===== config.mk =====
export PLATFORM = sky130hd
export DESIGN_NAME = dring_ctrl
export DESIGN_NICKNAME = d
export VERILOG_FILES = /design/src/rtl/dring_pkg.sv /design/src/rtl/dring_wrap_inc.sv /design/src/rtl/dring_seq.sv /design/src/rtl/dring_irq.sv /design/src/rtl/dring_ctrl.sv
export SDC_FILE = /design/constraint.sdc
export NUM_CORES = 1
export LEC_CHECK = 0
export CAP_MARGIN = 0
export CORE_MARGIN = 2
export CORE_UTILIZATION = 47
export CTS_CLUSTER_SIZE = 20
export DETAILED_ROUTE_END_ITERATION = 7
export PLACE_DENSITY = 0.91
export SLEW_MARGIN = 25
export SYNTH_ARGS = -nofsm -noshare
export SYNTH_HDL_FRONTEND = slang
export SYNTH_SLANG_ARGS = --single-unit

===== constraint.sdc =====
create_clock -name clk -period 1.7 [get_ports clk]
set_input_delay 0.51 -clock clk [delete_from_list [all_inputs] [get_ports clk]]
set_output_delay 0.51 -clock clk [all_outputs]
set_load 0.005 [all_outputs]

===== src/rtl/dring_pkg.sv =====
package dring_pkg;
  localparam int REG_BASE_LO = 0;
  localparam int REG_BASE_HI = 1;
  localparam int REG_CTRL    = 2;
  localparam int REG_STAT    = 3;
  localparam int REG_SIZE    = 4;

  localparam int PTR_LSB     = 16;
  localparam int RUN_BIT     = 0;
  localparam int FIE_BIT     = 4;
  localparam int BUSY_BIT    = 0;
  localparam int FST_BIT     = 4;
  localparam int DST_BIT     = 5;
endpackage


===== src/rtl/dring_wrap_inc.sv =====
module dring_wrap_inc #(
  parameter int PTR_W = 8
) (
  input  logic [PTR_W-1:0] cur,
  input  logic [PTR_W-1:0] last,
  output logic [PTR_W-1:0] nxt
);
  always_comb begin
    if (cur == last) nxt = '0;
    else             nxt = cur + 1'b1;
  end
endmodule


===== src/rtl/dring_seq.sv =====
module dring_seq #(
  parameter int PTR_W = 8
) (
  input  logic             clk,
  input  logic             rst,
  input  logic [PTR_W-1:0] head,
  input  logic [PTR_W-1:0] last,
  input  logic             run_we,
  input  logic             run_val,
  input  logic             done,
  input  logic             done_err,
  input  logic             done_soe,
  output logic [PTR_W-1:0] tail,
  output logic             run,
  output logic             busy,
  output logic             pending
);
  logic [PTR_W-1:0] tail_inc;

  dring_wrap_inc #(.PTR_W(PTR_W)) u_inc (
    .cur  (tail),
    .last (last),
    .nxt  (tail_inc)
  );

  always_ff @(posedge clk) begin
    if (rst) begin
      tail    <= '0;
      run     <= 1'b0;
      busy    <= 1'b0;
      pending <= 1'b0;
    end else begin
      if (pending) begin
        if (done) begin
          pending <= 1'b0;
          if (done_err && done_soe) begin
            run  <= 1'b0;
            busy <= 1'b0;
          end else begin
            tail <= tail_inc;
          end
        end
      end else if (run && (tail != head)) begin
        pending <= 1'b1;
        busy    <= 1'b1;
      end else begin
        busy <= 1'b0;
        run  <= 1'b0;
      end
      if (run_we) run <= run_val;
    end
  end
endmodule


===== src/rtl/dring_irq.sv =====
module dring_irq (
  input  logic clk,
  input  logic rst,
  input  logic fire,
  input  logic fire_irq,
  input  logic fire_err,
  input  logic fault_en,
  input  logic clr_we,
  input  logic clr_done,
  input  logic clr_fault,
  output logic done_st,
  output logic fault_st,
  output logic irq
);
  logic done_n, fault_n;

  always_comb begin
    done_n  = done_st;
    fault_n = fault_st;
    if (clr_we && clr_done)  done_n  = 1'b0;
    if (clr_we && clr_fault) fault_n = 1'b0;
    if (fire && fire_irq)             done_n  = 1'b1;
    if (fire && fire_err && fault_en) fault_n = 1'b1;
  end

  always_ff @(posedge clk) begin
    if (rst) begin
      done_st  <= 1'b0;
      fault_st <= 1'b0;
      irq      <= 1'b0;
    end else begin
      done_st  <= done_n;
      fault_st <= fault_n;
      irq      <= done_n | fault_n;
    end
  end
endmodule


===== src/rtl/dring_ctrl.sv =====
module dring_ctrl #(
  parameter int ADDR_W     = 5,
  parameter int PTR_W      = 8,
  parameter int RESET_LAST = 31
) (
  input  logic              clk,
  input  logic              rst,
  input  logic              wr_en,
  input  logic [ADDR_W-1:0] wr_addr,
  input  logic [31:0]       wr_data,
  input  logic [ADDR_W-1:0] rd_addr,
  output logic [31:0]       rd_data,
  output logic [63:0]       base_addr,
  output logic              req_valid,
  output logic [PTR_W-1:0]  req_slot,
  input  logic              done,
  input  logic              done_err,
  input  logic              done_soe,
  input  logic              done_irq,
  output logic              irq
);
  import dring_pkg::*;

  localparam int IDX_W = ADDR_W - 2;

  logic [IDX_W-1:0] wr_idx, rd_idx;
  logic [31:0]      base_lo, base_hi;
  logic [PTR_W-1:0] head, last, tail;
  logic             fault_en, run, busy, pending;
  logic             done_st, fault_st;
  logic             ctrl_we, stat_we, fire;
  logic [31:0]      rd_mux;

  assign wr_idx  = wr_addr[ADDR_W-1:2];
  assign rd_idx  = rd_addr[ADDR_W-1:2];
  assign ctrl_we = wr_en && (wr_idx == IDX_W'(REG_CTRL));
  assign stat_we = wr_en && (wr_idx == IDX_W'(REG_STAT));
  assign fire    = pending && done;

  always_ff @(posedge clk) begin
    if (rst) begin
      base_lo  <= '0;
      base_hi  <= '0;
      head     <= '0;
      fault_en <= 1'b0;
      last     <= PTR_W'(RESET_LAST);
    end else if (wr_en) begin
      if (wr_idx == IDX_W'(REG_BASE_LO)) base_lo <= wr_data;
      if (wr_idx == IDX_W'(REG_BASE_HI)) base_hi <= wr_data;
      if (wr_idx == IDX_W'(REG_SIZE))    last    <= wr_data[PTR_W-1:0];
      if (ctrl_we) begin
        head     <= wr_data[PTR_LSB +: PTR_W];
        fault_en <= wr_data[FIE_BIT];
      end
    end
  end

  dring_seq #(.PTR_W(PTR_W)) u_seq (
    .clk      (clk),
    .rst      (rst),
    .head     (head),
    .last     (last),
    .run_we   (ctrl_we),
    .run_val  (wr_data[RUN_BIT]),
    .done     (done),
    .done_err (done_err),
    .done_soe (done_soe),
    .tail     (tail),
    .run      (run),
    .busy     (busy),
    .pending  (pending)
  );

  dring_irq u_irq (
    .clk       (clk),
    .rst       (rst),
    .fire      (fire),
    .fire_irq  (done_irq),
    .fire_err  (done_err),
    .fault_en  (fault_en),
    .clr_we    (stat_we),
    .clr_done  (wr_data[DST_BIT]),
    .clr_fault (wr_data[FST_BIT]),
    .done_st   (done_st),
    .fault_st  (fault_st),
    .irq       (irq)
  );

  assign req_valid = pending;
  assign req_slot  = tail;
  assign base_addr = {base_hi, base_lo};

  always_comb begin
    rd_mux = '0;
    case (rd_idx)
      IDX_W'(REG_BASE_LO): rd_mux = base_lo;
      IDX_W'(REG_BASE_HI): rd_mux = base_hi;
      IDX_W'(REG_CTRL): begin
        rd_mux[PTR_LSB +: PTR_W] = head;
        rd_mux[FIE_BIT]          = fault_en;
        rd_mux[RUN_BIT]          = run;
      end
      IDX_W'(REG_STAT): begin
        rd_mux[PTR_LSB +: PTR_W] = tail;
        rd_mux[DST_BIT]          = done_st;
        rd_mux[FST_BIT]          = fault_st;
        rd_mux[BUSY_BIT]         = busy;
      end
      IDX_W'(REG_SIZE): rd_mux[PTR_W-1:0] = last;
      default: rd_mux = '0;
    endcase
  end

  always_ff @(posedge clk) begin
    if (rst) rd_data <= '0;
    else     rd_data <= rd_mux;
  end
endmodule


==> impl_metrics.ini <==
[outcome]
outcome = complete, no violations

[floorplan]
fp.coreArea_um2 = 10800
fp.dieArea_um2 = 11900
fp.dieH_um = 109
num_rows = 38
start_util_pct = 48.1
io_pins = 155
die_x_um = 109

[yosys]
yosys_warnings = 0
synth_cells = 626
syn-cell-area_um2 = 5210
yosysSeqAreaShare_pct = 48.8
synth_edf_count = 0
synthDistinctLibCells = 42
synth.avg_cell_area_um2 = 8.32
synth_fp_nets = 676
ys_ff_latch = 127
yosys_most_used_dff = dfxtp_1
synthArstFlopShare_pct = 0

[timing]
timing.final.crit_period_ns = 1.65
hold_violations = 0
final.period_utilization_pct = 97.3
worst_pin_slew_ns = 0.492
relSlewSlack_pct = 67.1
finalSetupTns_ns = 0
rsz0062_at_grt = false
fin_hold_ws_ns = 0.362
setup_violations = 0
slew_violations = 0
finClkSkew_ns = 0.00727
timing.fmax_mhz = 604
layout_setup_ws_ns = 0.0453

[routing]
initialDrtViolationCount = 279
wl_mm = 15.4
dr.pass1.iters = 5
final_antenna_net_count = 0
via_per_inst = 5.28
wl_met3_mm = 1.32
top_layer_used = met4
wl_met2_mm = 7.67
drc = 0
wl_met1_mm = 6.02
dr_total_vias = 5055
routedWlPerCell_um = 16.1

[place]
placed_cells_incl_taps = 920
dp_slack_ns = -0.436
place.port_buffers = 150
place_area_um2 = 7040
place_congestion = 0.864
post-dp-hpwl_mm = 10.6

[job]
drv_cap = 0

[pwr]
p_clk_share_pct = 48.1
power_switching_mw = 1.67
power.leakage_nw = 3.31
power_mw = 6.99
power.internal_mw = 5.32
ir_drop_uv = 631
p_per_area_nw_per_um2 = 923
sw_frac_of_total_pct = 23.9
pwr-share-comb_pct = 7.9
p_seq_share_pct = 44.0

[critical_path]
crit_slowest_cell = dfxtp_1
path_depth = 1
crit_arrival_ns = 1.14
critPathMaxFanout = 3
crit_buf_inv = 1
crit_family = flip-flops
worstPathCellList = clkdlybuf4s15_1
endpoint_kind = output port
critPathLaunchType = flop
path_class = flop to output port
required_ns = 1.19
worst_path_largest_cell_delay_ns = 0.37
reg2regPathDepth = 5

[clock_network]
clock-sinks = 127
cts_root_buf = clkbuf_8
insertion_delay_ns = 0.51
clk_pin_slew_ns = 0.06
cts_buffer_depth = 2
cts_tree = built
htreeDepth = 4
cts_buffers = 17

[finish]
fin_util_pct = 69.8
regArea_um2 = 2610
area_growth_pct = 45.3
fin_area_um2 = 7570
multi_input_area_um2 = 2370
drive_gt1_share_pct = 18.1
fin_nets = 853
instances_no_fill = 957
fillers = 876

[global_routing]
track_usage_pct = 26.9
grt_max_degree = 41
grt_overflow = 0
grt_pass1_vias = 5032
grt_pass1_wl_mm = 24.8
antenna_found_initial = 1

[min_path]
hold_path_class = input port to flop
hold_depth = 2
-- Yosys cell counts, drive strengths merged, types with 2 or more instances --
library cell | instances | area [µm²]
a31oi | 2 | 12.5
nand3 | 11 | 55.1
nor2b | 2 | 15.0
nor4 | 3 | 55.1
a21oi | 84 | 420
xnor2 | 21 | 184
o21ai | 4 | 20.0
clkbuf | 25 | 97.6
nor3 | 9 | 45.0
o22ai | 8 | 50.1
xor2 | 2 | 17.5
inv | 8 | 30.0
mux2i | 33 | 330
nand4 | 10 | 62.6
and3b | 3 | 26.3
nor2 | 40 | 150
nand3b | 2 | 15.0
nand2 | 181 | 682
dfxtp | 127 | 2540
a2111oi | 8 | 70.1
and2 | 3 | 18.8
nor4b | 2 | 38.8
buf | 26 | 174
-- worst register-to-register path, stage by stage (launching register included) --
cell     delay, ns
dfxtp_1       0.31
buf_4         0.16
xnor2_1       0.17
nand4_1       0.15
o21ai_0       0.43
a31oi_1       0.16
-- repair_timing --
action,4_1_cts,5_1_grt
resized for setup,155,5
buffers inserted,4,0
hold buffers,0,0
setup endpoints to repair,106,4
-- placed cells by master, fill, tap and decap left out, drive strengths merged, types with 2 or more instances in the layout --
cell type	instances
and2	3
inv	10
buf	61
a2111oi	8
mux2i	33
nand3	11
a21oi	84
o21ai	4
nor4	3
dfxtp	127
clkdlybuf4s15	3
clkdlybuf4s50	42
clkbuf	19
nand4	10
and3b	3
nor2	40
dlygate4sd2	103
nor4b	2
nor2b	2
nand2	181
o22ai	8
xor2	2
clkinvlp	2
xnor2	21
a31oi	2
nor3	9
clkinv	9
nand3b	2
-- layer usage --
metal | track usage [%] | vias to the layer above
met1 | 31.8 | 2342
li1 | - | 2451
met2 | 46.2 | 228
met3 | 7.53 | 34
met4 | 10.6 | 0
met5 | 0 | -
-- final cells by class --
type | instances | share of cell area [%]
clock inverters | 13 | 1.50
multi-input cells | 439 | 31.3
clock buffers | 19 | 5.83
repair buffers | 209 | 24.2
well taps | 140 | 2.31
flip-flops and latches | 127 | 34.4
diodes | 1 | 0.0331
inverters | 9 | 0.446
-- path summary, 6_finish.rpt --
| check | endpoint | startpoint | slack, ns |
|---|---|---|---|
| hold reg to reg | u_seq.busy$_SDFFE_PP0P_ | u_seq.busy$_SDFFE_PP0P_ | 0.46 |
| hold / removal | u_irq.done_st$_SDFF_PP0_ | rst | 0.36 |
| setup / recovery | base_addr[4] | base_lo[4]$_SDFFE_PP0P_ | 0.05 |
| setup reg to reg | u_seq.run$_SDFFE_PP0P_ | u_seq.tail[4]$_SDFFE_PP0P_ | 0.18 |
-- power by group through the flow --
| stage | Sequential (mW) | Clock, mW | Combinational (mW) |
|---|---|---|---|
| global route | 3.08 | 3.52 | 0.596 |
| finish | 3.07 | 3.36 | 0.549 |
| floorplan | 3.13 | 0 | 0.243 |
| global placement | 3.14 | 0 | 0.555 |
| detailed placement | 3.14 | 0 | 0.564 |
| CTS | 3.07 | 3.39 | 0.544 |
-- flip-flops by register name, indices dropped and copies added (netlist names) --
register        flops
base_hi            32
u_seq.run           1
base_lo            32
last                8
u_irq.fault_st      1
fault_en            1
u_seq.pending       1
u_irq.done_st       1
u_irq.irq           1
u_seq.busy          1
rd_data            32
head                8
u_seq.tail          8
-- logic make-up (layout without fill, tap and decap cells) --
logic type               after synthesis  count (layout)  synth area share (%)
AND/OR/NAND/NOR                      269             269                  22.7
flip-flops                           127             127                  48.8
AO/OA/AOI/OAI                        112             112                  12.0
buffers and inverters                 60             250                  5.86
multiplexers                          34              34                  6.55
XOR/XNOR                              23              23                  3.87
adder cells (fa/ha/maj)                1               1                 0.240
other                                  0               1                     0
No activity file was read; power rests on OpenSTA's default activity.
